`src/rtl/ewseq_pkg.sv`:
```
package ewseq_pkg;

    typedef enum logic [2:0] {
        ST_IDLE   = 3'd0,
        ST_ALIGN  = 3'd1,
        ST_LEAD   = 3'd2,
        ST_ACTIVE = 3'd3,
        ST_TRAIL  = 3'd4
    } ph_state_e;

    // Phase counts as presented to the sequencer.
    typedef struct packed {
        logic [3:0] lead;
        logic [3:0] active;
        logic [3:0] trail;
        logic       dbl;
        logic       use_rdy;
    } ph_cfg_t;

    // Number of interface cycles a field asks for, minus one (counter load).
    function automatic logic [4:0] load_val(input logic [3:0] fld, input logic dbl);
        logic [4:0] n;
        n = (fld == 4'd0) ? 5'd1 : {1'b0, fld};
        if (dbl) n = n << 1;
        return n - 5'd1;
    endfunction

    function automatic logic in_access(input ph_state_e s);
        return (s == ST_LEAD) || (s == ST_ACTIVE) || (s == ST_TRAIL);
    endfunction

endpackage

```
`src/rtl/ewseq_clkdiv.sv`:
```
module ewseq_clkdiv (
    input  logic clk,
    input  logic rst,
    input  logic half,
    output logic tick,
    output logic clk_out
);
    logic div_q;

    always_ff @(posedge clk) begin
        if (rst) div_q <= 1'b0;
        else     div_q <= ~div_q;
    end

    // An interface cycle begins at an edge where the divider is low;
    // after that edge the divided clock is high (its rising edge).
    assign tick    = ~half | ~div_q;
    assign clk_out = half ? div_q : clk;
endmodule

```
`src/rtl/ewseq_sync.sv`:
```
module ewseq_sync #(
    parameter int STAGES = 2
) (
    input  logic clk,
    input  logic rst,
    input  logic d,
    output logic q
);
    logic [STAGES-1:0] sh_q;

    always_ff @(posedge clk) begin
        if (rst) sh_q <= '1;
        else     sh_q <= {sh_q[STAGES-2:0], d};
    end

    assign q = sh_q[STAGES-1];
endmodule

```
`src/rtl/ewseq_fsm.sv`:
```
module ewseq_fsm
    import ewseq_pkg::*;
#(
    parameter int CNT_W = 5
) (
    input  logic      clk,
    input  logic      rst,
    input  ph_cfg_t   cfg,
    input  logic      tick,
    input  logic      rdy,
    input  logic      req_valid,
    output ph_state_e state,
    output ph_state_e state_nxt,
    output logic      accept,
    output logic      start,
    output logic      finish
);
    ph_state_e  st_q, st_d;
    logic [CNT_W-1:0] cnt_q, cnt_d;
    logic [CNT_W-1:0] ld_lead, ld_act, ld_trail;
    logic hold_active;

    assign ld_lead  = CNT_W'(load_val(cfg.lead,   cfg.dbl));
    assign ld_act   = CNT_W'(load_val(cfg.active, cfg.dbl));
    assign ld_trail = CNT_W'(load_val(cfg.trail,  cfg.dbl));
    assign hold_active = cfg.use_rdy & ~rdy;

    always_comb begin
        st_d   = st_q;
        cnt_d  = cnt_q;
        accept = 1'b0;
        case (st_q)
            ST_IDLE: begin
                if (req_valid) begin
                    accept = 1'b1;
                    if (tick) begin
                        st_d  = ST_LEAD;
                        cnt_d = ld_lead;
                    end else begin
                        st_d = ST_ALIGN;
                    end
                end
            end
            ST_ALIGN: begin
                if (tick) begin
                    st_d  = ST_LEAD;
                    cnt_d = ld_lead;
                end
            end
            ST_LEAD: begin
                if (tick) begin
                    if (cnt_q == '0) begin
                        st_d  = ST_ACTIVE;
                        cnt_d = ld_act;
                    end else begin
                        cnt_d = cnt_q - 1'b1;
                    end
                end
            end
            ST_ACTIVE: begin
                if (tick) begin
                    if (cnt_q == '0) begin
                        if (!hold_active) begin
                            st_d  = ST_TRAIL;
                            cnt_d = ld_trail;
                        end
                    end else begin
                        cnt_d = cnt_q - 1'b1;
                    end
                end
            end
            ST_TRAIL: begin
                if (tick) begin
                    if (cnt_q == '0) st_d = ST_IDLE;
                    else             cnt_d = cnt_q - 1'b1;
                end
            end
            default: st_d = ST_IDLE;
        endcase
    end

    always_ff @(posedge clk) begin
        if (rst) begin
            st_q  <= ST_IDLE;
            cnt_q <= '0;
        end else begin
            st_q  <= st_d;
            cnt_q <= cnt_d;
        end
    end

    assign state     = st_q;
    assign state_nxt = st_d;
    assign start     = (st_d == ST_LEAD) && (st_q != ST_LEAD);
    assign finish    = (st_q == ST_TRAIL) && (st_d == ST_IDLE);
endmodule

```
`src/rtl/ext_write_seq.sv`:
```
module ext_write_seq
    import ewseq_pkg::*;
#(
    parameter int ADDR_W   = 19,
    parameter int DATA_W   = 16,
    parameter int FIELD_W  = 4,
    parameter int SYNC_LEN = 2
) (
    input  logic              clk,
    input  logic              rst,
    input  logic [FIELD_W-1:0] cfg_lead,
    input  logic [FIELD_W-1:0] cfg_active,
    input  logic [FIELD_W-1:0] cfg_trail,
    input  logic              cfg_double,
    input  logic              cfg_half,
    input  logic              cfg_use_ready,
    input  logic              req_valid,
    output logic              req_ready,
    input  logic [ADDR_W-1:0] req_addr,
    input  logic [DATA_W-1:0] req_data,
    output logic              done,
    output logic              clk_out,
    output logic              cs_n,
    output logic [ADDR_W-1:0] addr,
    output logic              we_n,
    output logic              rd_n,
    output logic              rnw,
    output logic [DATA_W-1:0] data_out,
    output logic              data_oe,
    input  logic              ext_ready
);
    localparam int CNT_W = FIELD_W + 1;

    ph_cfg_t   cfg;
    ph_state_e state, state_nxt;
    logic tick, rdy_s, accept, start, finish;
    logic [ADDR_W-1:0] pend_addr_q, addr_q;
    logic [DATA_W-1:0] data_q;
    logic oe_q, done_q;

    assign cfg.lead    = cfg_lead;
    assign cfg.active  = cfg_active;
    assign cfg.trail   = cfg_trail;
    assign cfg.dbl     = cfg_double;
    assign cfg.use_rdy = cfg_use_ready;

    ewseq_clkdiv i_div (
        .clk(clk), .rst(rst), .half(cfg_half), .tick(tick), .clk_out(clk_out)
    );

    ewseq_sync #(.STAGES(SYNC_LEN)) i_sync (
        .clk(clk), .rst(rst), .d(ext_ready), .q(rdy_s)
    );

    ewseq_fsm #(.CNT_W(CNT_W)) i_fsm (
        .clk(clk), .rst(rst), .cfg(cfg), .tick(tick), .rdy(rdy_s),
        .req_valid(req_valid), .state(state), .state_nxt(state_nxt),
        .accept(accept), .start(start), .finish(finish)
    );

    always_ff @(posedge clk) begin
        if (rst) begin
            pend_addr_q <= '0;
            addr_q      <= '0;
            data_q      <= '0;
            oe_q        <= 1'b0;
            done_q      <= 1'b0;
        end else begin
            if (accept) begin
                pend_addr_q <= req_addr;
                data_q      <= req_data;
            end
            if (start)
                addr_q <= (state == ST_IDLE) ? req_addr : pend_addr_q;
            oe_q   <= (state_nxt == ST_ACTIVE) || (state_nxt == ST_TRAIL) || finish;
            done_q <= finish;
        end
    end

    assign req_ready = (state == ST_IDLE);
    assign cs_n      = ~in_access(state);
    assign rnw       = ~in_access(state);
    assign we_n      = ~(state == ST_ACTIVE);
    assign rd_n      = 1'b1;
    assign addr      = addr_q;
    assign data_out  = data_q;
    assign data_oe   = oe_q;
    assign done      = done_q;
endmodule

```
`config.mk`:
```
export PLATFORM = sky130hd
export DESIGN_NAME = ext_write_seq
export DESIGN_NICKNAME = d
export VERILOG_FILES = /design/src/rtl/ewseq_pkg.sv /design/src/rtl/ewseq_clkdiv.sv /design/src/rtl/ewseq_sync.sv /design/src/rtl/ewseq_fsm.sv /design/src/rtl/ext_write_seq.sv
export SDC_FILE = /design/constraint.sdc
export NUM_CORES = 1
export LEC_CHECK = 0
export BUFFER_PORTS_ARGS = -buffer_cell sky130_fd_sc_hd__buf_2
export CORE_ASPECT_RATIO = 1.2
export CORE_MARGIN = 1
export CORE_UTILIZATION = 40
export CTS_BUF_LIST = sky130_fd_sc_hd__clkbuf_2
export DETAILED_ROUTE_END_ITERATION = 10
export PLACE_DENSITY = 0.66
export SLEW_MARGIN = 20
export SYNTH_ARGS = -nofsm -noshare
export SYNTH_HDL_FRONTEND = slang
export SYNTH_SLANG_ARGS = --single-unit
export TNS_END_PERCENT = 50
```
`constraint.sdc`:
```
create_clock -name clk -period 2.7 [get_ports clk]
set_clock_uncertainty 0.15 [all_clocks]
set_input_delay 0.27 -clock clk [delete_from_list [all_inputs] [get_ports clk]]
set_output_delay 0.27 -clock clk [all_outputs]
set_load 0.03 [all_outputs]
```
# Word level (Yosys, flattened, before mapping)
# Index checks and enable logic that the tools add are counted.
# classes
n_addsub	4
n_eq_ne	14
n_mux	31
bitwise	7
n_reduce_logical	14
# op_table
op	n
two-way mux 5 bit	12
two-way mux 3 bit	9
case mux 5 bit (5 select lines)	1
subtractor 5 x 1 -> 5 bit (second input constant)	4
two-way mux 19 bit	1
case mux 3 bit (5 select lines)	1
equality test 3 x 2 -> 1 bit (second input constant)	4
logical NOT 4 bit	3
two-way mux 4 bit	3
AND reduction 7 bit	1
equality test 3 bit (second input constant)	2
logical NOT 3 bit	2
!= test 2 x 1 -> 1 bit (second input constant)	3
logical NOT 5 bit	1
inverter 1 bit	5
nonzero test 5 bit	1
logical OR 1 bit	4
!= test 2 bit (second input constant)	2
equality test 3 x 1 -> 1 bit (second input constant)	1
two-way mux 1 bit	3
!= test 3 x 2 -> 1 bit (second input constant)	1
!= test 3 bit (second input constant)	1
logical AND 1 bit	2
two-way mux 2 bit	1
other kinds (2)	2
# totals
reg_bits	67
inputBits	54
output_inout_bits	43
wordCells	79

# Depth between registers and ports, before layout
# Gate-level depths: netlist of run 1.
# depth
ltp_word	9
ltp_mapped	11
ltp_nobuf	10

# Modules after synthesis
# A second synthesis of run 1 with hierarchy kept.
# hier_totals
hier_cells	387
area_unflattened_um2	3445.8
# modules_own_cells
module	n_inst	cells_each	area_each_um2	seq_area_each_um2
ext_write_seq	1	241	2358.5	1121.1
ewseq_fsm	1	138	992.2	160.2
ewseq_sync	1	4	52.6	40.0
ewseq_clkdiv	1	4	42.5	20.0

==> flow_summary_export.csv, run 1 <==
group,metric,value,unit
status,status,"complete, but fails checks",
status,violations,"DRC",
detailed_routing,wl_per_cell,13.28,microns
yosys,yosysMostFrequentCell,"nand2_1",
clocking,cts-root-buf,"clkbuf_2",
power,clockPowerShare,25.0,%
critical_path,worstSetupStartpoint,"clk",
clocking,cts.path.max_buffers,2,
global_route,grt_pass1_vias,2977,
critical_path,path_cells,"clkbuf_2 > clkbuf_2 > inv_1 > o21ai_0 > buf_2",
floorplan,dieHeight,100.8,microns
critical_path,crit_path_start_kind,"clock port",
clocking,postCtsSetupBuffers,0,
yosys,synth-seq-area-share,41.23,%
critical_path,path_common_cell,"clkbuf_2",
global_route,grt_pass1_wl,13.50,mm
power,comb_power_share,30.4,%
clocking,hold_buffers,36,
sta,hold_violations,0,
power,p_switching,965.0,uW
placement,place_congestion,0.8877,
critical_path,critPathRequiredTime,2.28,ns
yosys,ys_top_cells_by_count,"nand2_1, dfxtp_1, a21oi_1",
yosys,postSynthCellCount,397,
layout,postLayoutCellArea,4244,sq um
layout,insertedDiodeCount,0,
power,seqPwrFrac,44.6,%
detailed_routing,routed_wl,8.130,mm
layout,seq_area,1341,sq um
yosys,synth_top_area_cell,"dfxtp_1",
floorplan,initial_core_util,41.73,%
floorplan,coreArea,7795,sq um
global_route,grt_usage,19.84,%
layout,areaGrowthSynthToFinish,30.46,%
critical_path,max_stage_delay,0.24,ns
yosys,netlist_area,3253,sq um
detailed_routing,route.layer.met1.wl,3.588,mm
global_route,grt-ovfl-total,0,
run,cap_violations,0,
sta,slew_headroom,60.95,%
power,total_leakage_power,0.001888,uW
hold_path,worst_hold_startpoint,"rst",
critical_path,critPathBufInv,4,
yosys,ys_ff_latch,67,
clocking,cts_tree,"done",
yosys,async_flop_share,0,%
detailed_routing,wl_met3,450,microns
detailed_routing,drc,8,
placement,io_buffers,95,
floorplan,dieArea,8499,sq um
hold_path,hp-class,"in -> reg",
layout,final_nets,574,
clocking,cts_max_level,3,
detailed_routing,firstDrtPassIters,7,
yosys,synth_nets,456,
detailed_routing,vias,3226,
critical_path,r2r-start,"i_fsm.state[1]",
detailed_routing,drtIter0Drc,125,
placement,hpwlAfterDp,5.240,mm
clocking,cts_resized,0,
power,p_int,1628,uW
power,irDropWorstVdd,397.4,uV
layout,fillers,741,
floorplan,pin_count,97,
critical_path,slowest_stage,"clkbuf_2",
critical_path,cp_data_arrival_time,2.09,ns
critical_path,crit_family,"buffers and inverters",
global_route,antenna_found_initial,0,
power,switching_share,37.22,%
clocking,cts.clk_slew.worst_paths,0.21,ns
critical_path,path_max_fanout,8,
sta,drv_slew,0,
sta,finalSetupViolations,0,
critical_path,worstSetupPathType,"clk -> out",
global_route,grt_max_degree,40,
detailed_routing,routed.top_layer,"met4",
yosys,ys_types,51,
yosys,ys.flop_type,"dfxtp_1",
detailed_routing,wl_met2,3.969,mm
floorplan,fp.dieW,84.33,microns
layout,multi_input_comb_area,1745,sq um
yosys,yosysWarnings,0,
critical_path,end_kind,"output port",
sta,tightest_slew,0.5849,ns
placement,place_area,3765,sq um
power,power_density,610.9,nW/um^2
detailed_routing,avgViaCountPerCell,5.271,
floorplan,rows,35,
yosys,syn_avg_cell_area,8.194,sq um
yosys,synth-edff-count,0,
detailed_routing,final_antenna_net_count,0,
clocking,clkLatencyLatePin,0.49,ns
sta,rsz0062_at_grt,"false",
clocking,cts_buffers,9,
layout,drive_above_1_share,26.15,%
sta,fin_tns_setup,0,ns
yosys,synth.area.top_cells,"dfxtp_1, nand2_1, mux2i_1",
yosys,yosysTopAreaCellShare,41.23,%
## logic make-up (layout without fill, tap and decap cells)
| kind of cell | Yosys count | in the layout | synth area share, % |
|---|---|---|---|
| other cells | 1 | 1 | 0.1153 |
| xor+xnor | 5 | 5 | 1.346 |
| mux | 26 | 26 | 8.038 |
| compound gates | 101 | 101 | 20.12 |
| flops | 67 | 67 | 41.23 |
| simple gates | 155 | 155 | 21.92 |
| buf+inv | 37 | 160 | 5.308 |
| fa+ha+maj | 5 | 5 | 1.923 |
## sequential cells by signal, summed over array words and instances (netlist names), 2 cells and up
register / flops
addr: 19
data_out: 16
i_fsm.cnt_q: 5
i_fsm.state: 3
i_sync.sh_q: 2
pend_addr_q: 19
## metrics by stage
step | hold WS [ns] | cells | setup WS (ns) | total power, uW | utilization [%]
floorplan | 0.2238 | 397 | 0.6074 | 1738 | -
detailed placement | 0.2485 | 560 | 0.4914 | 1952 | 48.30
global placement | 0.2405 | 560 | 0.5355 | 1937 | 48.30
finish | 0.06595 | 612 | 0.1852 | 2593 | 54.45
CTS | 0.004282 | 612 | 0.1290 | 2623 | 54.45
global route | 0.01550 | 612 | 0.1095 | 2746 | 54.45
## per-layer routing
layer,GRT usage [%],vias to the layer above
met5,0,-
met4,9.947,0
met3,4.996,14
met2,33.17,94
met1,23.78,1496
li1,-,1622
## final cells by class
class                           instances  area share, %
Tap cell                               92          2.712
Timing Repair Buffer                  137          21.11
Clock buffer                           10          1.179
Multi-Input combinational cell        293          41.13
Clock inverter                          8          1.828
Sequential cell                        67          31.60
Inverter                                5         0.4422
## worst paths after layout
path / endpoint / slack (ns) / cells after the start
worst max-delay path: clk_out / 0.19 / 5
worst min-delay path: i_div.div_q / 0.07 / 2
worst max register to register: i_fsm.cnt_q[3] / 0.62 / 5
worst min register to register: i_sync.sh_q[1] / 0.29 / 1
## worst reg2reg max path, stage by stage, from the launching register on
cell and delay (ns):
dfxtp_1 0.74, or3b_1 0.26, o21ai_1 0.10, a21oi_2 0.37, nand3_1 0.14, o221a_2 0.25
## cells in the final DEF (no fill, tap or decap), types with 5 or more instances in the layout
cell	n
buf_2	95
or2_2	5
buf_4	6
ha_1	5
o21ai_0	14
clkbuf_2	9
mux2i_1	25
dfxtp_1	67
a211oi_1	22
a21oi_1	41
nor3_1	8
nand2_1	84
dlygate4sd3_1	36
nor2_1	34
inv_1	6
## power groups by stage
| stage | clock network [uW] | logic, uW | registers (uW) |
|---|---|---|---|
| after floorplan | 23.0 | 443 | 1270 |
| after global placement | 29.2 | 736 | 1170 |
| after detailed placement | 29.2 | 748 | 1180 |
| after CTS | 677 | 791 | 1160 |
| after global routing | 713 | 863 | 1170 |
| final | 649 | 788 | 1160 |
Note: power is estimated with default switching activity, not from simulation.
==> run 2, diff against run 1 <==
--- a/config.mk
+++ b/config.mk
@@ -8,10 +8,10 @@
 export BUFFER_PORTS_ARGS = -buffer_cell sky130_fd_sc_hd__buf_2
 export CORE_ASPECT_RATIO = 1.2
 export CORE_MARGIN = 1
-export CORE_UTILIZATION = 40
+export CORE_UTILIZATION = 53
 export CTS_BUF_LIST = sky130_fd_sc_hd__clkbuf_2
 export DETAILED_ROUTE_END_ITERATION = 10
-export PLACE_DENSITY = 0.66
+export PLACE_DENSITY = 0.83
 export SLEW_MARGIN = 20
 export SYNTH_ARGS = -nofsm -noshare
 export SYNTH_HDL_FRONTEND = slang
==> flow_summary_export.csv, run 2 (synthesized netlist as in run 1, its figures left out) <==
group,metric,value,unit
status,status,"finished clean",
sta,tightest_slew,0.8240,ns
detailed_routing,drc,0,
critical_path,critPathRequiredTime,2.28,ns
clocking,cts_tree,"done",
clocking,cts.path.max_buffers,2,
critical_path,worstSetupPathType,"clk -> out",
sta,rsz0062_at_grt,"false",
floorplan,pin_count,97,
clocking,postCtsSetupBuffers,0,
global_route,grt_pass1_vias,3018,
critical_path,max_stage_delay,0.22,ns
detailed_routing,drtIter0Drc,263,
critical_path,cp_data_arrival_time,2.10,ns
layout,insertedDiodeCount,0,
layout,post-route-util,74.33,%
critical_path,crit_path_start_kind,"clock port",
global_route,grt_pass1_wl,13.62,mm
critical_path,end_kind,"output port",
critical_path,path_common_cell,"clkbuf_2",
power,power_density,660.7,nW/um^2
clocking,clkLatencyLatePin,0.48,ns
power,total_leakage_power,0.001917,uW
sta,fin_tns_setup,0,ns
placement,io_buffers,95,
sta,finalSetupViolations,0,
sta,hold_violations,0,
global_route,antenna_found_initial,0,
layout,final_common_cell,"buf_2",
critical_path,path_cells,"clkbuf_2 > clkbuf_2 > inv_1 > o21ai_0 > buf_2",
clocking,cts_buffers,9,
layout,final_nets,576,
floorplan,initial_core_util,56.28,%
detailed_routing,avgViaCountPerCell,5.359,
placement,place_congestion,0.8538,
sta,worst_hold_slack,0.09900,ns
clocking,cts.clk_slew.worst_paths,0.19,ns
sta,drv_slew,0,
clocking,cts_max_level,3,
clocking,cts-root-buf,"clkbuf_2",
detailed_routing,final_antenna_net_count,0,
critical_path,path_max_fanout,9,
layout,postLayoutCellArea,4297,sq um
hold_path,hp-class,"in -> reg",
floorplan,dieArea,6457,sq um
layout,layout.cells.non_filler,601,
global_route,grt-ovfl-total,0,
detailed_routing,routed_wl,8.430,mm
sta,slew_headroom,45.07,%
placement,hpwlAfterDp,5.142,mm
placement,dp_cells,549,
global_route,grt_usage,27.43,%
run,cap_violations,0,
floorplan,coreArea,5781,sq um
layout,drive_above_1_share,26.10,%
floorplan,dieHeight,87.83,microns
floorplan,fp.dieW,73.52,microns
detailed_routing,vias,3221,
power,irDropWorstVdd,500.4,uV
placement,place_area,3745,sq um
floorplan,rows,30,
layout,final_cell_mix,"buf_2, nand2_1, dfxtp_1",
detailed_routing,wl_per_cell,14.03,microns
critical_path,slowest_stage,"clkbuf_2",
detailed_routing,firstDrtPassIters,4,
global_route,grt_max_degree,40,
layout,areaGrowthSynthToFinish,32.08,%
==> run 2: cell types whose count changed in the layout (fill, tap and decap cells not counted), sizes merged <==
cell         change
bufinv           +3
inv              -1
buf              +1
clkinv           -3
dlygate4sd3      +1
==> run 2: metrics by stage <==
step	power, uW	setup WS [ns]
floorplan	1738	0.6074
global placement	1921	0.5483
detailed placement	1942	0.4520
CTS	2837	0.1290
global route	2978	0.09528
finish	2839	0.1766
==> run 2: worst max-delay path: cells and delay by family <==
family	cells	cell delay, ns
AOI/OAI and AO/OA	1	0.08
buffers and inverters	4	0.66
==> run 2: cell type report <==
cell class / instances / area, sq um
multi-input cells: 293 / 1745
inverters: 5 / 18.77
well taps: 80 / 100.1
clock buffers: 10 / 50.05
clock inverters: 7 / 140.1
flip-flops and latches: 67 / 1341
repair buffers: 139 / 900.9
fillers: 450 / 1484
==> run 2: power breakdown <==
part / internal, uW / switching (uW)
clock network: 498 / 388
logic: 312 / 482
registers: 1090 / 72.1
==> run 2: worst paths after layout <==
path	startpoint	endpoint	slack, ns	depth (start not counted)
worst max-delay path	clk	clk_out	0.18	5
worst min-delay path	req_valid	i_fsm.state[0]	0.1	5
worst max register to register	i_fsm.state[1]	pend_addr_q[10]	0.56	5
worst min register to register	i_sync.sh_q[0]	i_sync.sh_q[1]	0.30	1
==> run 2: metal layers <==
| layer | wire, microns | global-route usage [%] | up-vias |
|---|---|---|---|
| met5 | 0 | 0 | - |
| li1 | - | - | 1624 |
| met1 | 3485 | 31.56 | 1477 |
| met4 | 150 | 8.916 | 0 |
| met2 | 4277 | 48.79 | 105 |
| met3 | 516 | 7.480 | 15 |
==> run 2: what timing repair did <==
action | in CTS | in global routing
resized for setup | 0 | 0
hold buffers | 37 | 0
hold endpoints to repair | 56 | 0
==> run 3, diff against run 2 <==
--- a/config.mk
+++ b/config.mk
@@ -12,6 +12,7 @@
 export CTS_BUF_LIST = sky130_fd_sc_hd__clkbuf_2
 export DETAILED_ROUTE_END_ITERATION = 10
 export PLACE_DENSITY = 0.83
+export RECOVER_POWER = 100
 export SLEW_MARGIN = 20
 export SYNTH_ARGS = -nofsm -noshare
 export SYNTH_HDL_FRONTEND = slang
==> flow_summary_export.csv, run 3 (synthesized netlist as in run 1, its figures left out) <==
group,metric,value,unit
clocking,cts_buffers,9,
critical_path,critPathRequiredTime,2.28,ns
layout,final_common_cell,"nand2_1",
clocking,cts_max_level,3,
sta,rsz0062_at_grt,"false",
global_route,grt_pass1_wl,13.62,mm
sta,tightest_slew,1.173,ns
global_route,grt_use_met3,7.480,%
detailed_routing,final_antenna_net_count,0,
clocking,cts-root-buf,"clkbuf_2",
critical_path,reg2reg_depth,5,
critical_path,end_kind,"output port",
sta,slew_headroom,21.73,%
placement,io_buffers,95,
floorplan,initial_core_util,56.28,%
global_route,met2_usage,48.79,%
global_route,antenna_found_initial,0,
status,status,"finished clean",
floorplan,pin_count,97,
critical_path,path_max_fanout,9,
layout,areaGrowthSynthToFinish,29.08,%
run,cap_violations,0,
global_route,use_met1,31.56,%
layout,multi_input_comb_area,1702,sq um
layout,drive_above_1_share,17.47,%
clocking,clkLatencyLatePin,0.46,ns
critical_path,r2r-start,"i_fsm.state[1]",
floorplan,rows,30,
global_route,grt_pass1_vias,3018,
detailed_routing,vias,3234,
hold_path,min_to,"i_fsm.state[0]",
global_route,grt_usage,27.43,%
floorplan,fp.dieW,73.52,microns
clocking,cts.path.max_buffers,2,
clocking,cts_tree,"done",
placement,place_congestion,0.8538,
power,finalPower,2803,uW
placement,hpwlAfterDp,5.142,mm
detailed_routing,routed_wl,8.462,mm
critical_path,worst_r2r_endpoint,"pend_addr_q[10]",
sta,hold_violations,0,
detailed_routing,drtIter0Drc,245,
sta,drv_slew,0,
detailed_routing,avgViaCountPerCell,5.381,
sta,fin_tns_setup,0,ns
clocking,postCtsSetupBuffers,0,
hold_path,hold_depth,5,
global_route,grt-ovfl-total,0,
clocking,cts_resized,0,
layout,seq_area,1341,sq um
clocking,hold_buffers,37,
critical_path,cp_data_arrival_time,2.10,ns
global_route,busiest_layer,"met2",
power,total_leakage_power,0.001757,uW
sta,finalSetupViolations,0,
layout,final_nets,576,
detailed_routing,drc,0,
critical_path,reg2reg_slack,0.28,ns
power,irDropWorstVdd,494.8,uV
critical_path,crit_path_start_kind,"clock port",
floorplan,coreArea,5781,sq um
clocking,cts.clk_slew.worst_paths,0.19,ns
hold_path,worst_hold_startpoint,"req_valid",
layout,insertedDiodeCount,0,
global_route,grt_max_degree,40,
layout,final_cell_mix,"nand2_1, dfxtp_1, buf_2",
power,power_density,667.5,nW/um^2
detailed_routing,firstDrtPassIters,5,
layout,fillers,484,
hold_path,hp-class,"in -> reg",
layout,post-route-util,72.64,%
floorplan,dieArea,6457,sq um
critical_path,worstSetupPathType,"clk -> out",
detailed_routing,wl_per_cell,14.08,microns
floorplan,dieHeight,87.83,microns
## run 3: worst max path at each step
| stage | startpoint | to | slack [ns] | cells past startpoint |
|---|---|---|---|---|
| global placement | cfg_trail[2] | i_fsm.cnt_q[1] | 0.55 | 9 |
| global route | i_fsm.state[1] | req_ready | 0.06 | 3 |
| detailed placement | cfg_active[2] | i_fsm.cnt_q[1] | 0.45 | 9 |
| finish | clk | clk_out | 0.18 | 5 |
| floorplan | cfg_double | i_fsm.cnt_q[1] | 0.61 | 8 |
| CTS | clk | clk_out | 0.13 | 5 |
## run 3: worst max-delay path: stages
cell      delay, ns
clkbuf_2       0.17
clkbuf_2       0.22
inv_1          0.07
o21ai_0        0.08
clkbuf_2       0.20
## run 3: routing by layer
layer  wire length, microns  up-vias
li1                       -     1629
met1                   3500     1477
met2                   4336      116
met3                    510       12
met4                    114        0
met5                      0        -
## run 3: final cells by class
cell class	instances	area share (%)
inverters	5	0.4470
clock buffers	10	1.192
well taps	80	2.384
clock inverters	7	3.337
multi-input cells	293	40.52
repair buffers	139	20.17
flip-flops and latches	67	31.94
## run 3: power by group
group	leakage [uW]	internal, uW	switching, uW
clock network	0.000110	498	387
registers	0.000552	1090	70.0
logic	0.00110	284	477
total	0.00176	1870	935
## run 3: through the flow
step	instance area (sq um)	hold slack, ns	setup WS, ns	std cells
after floorplan	3253	0.2238	0.6074	397
after global placement	3745	0.2435	0.5483	549
after detailed placement	3745	0.2433	0.4520	549
after CTS	4297	0.05086	0.1290	601
after global routing	4199	0.08354	0.05721	601
final	4199	0.1089	0.1820	601
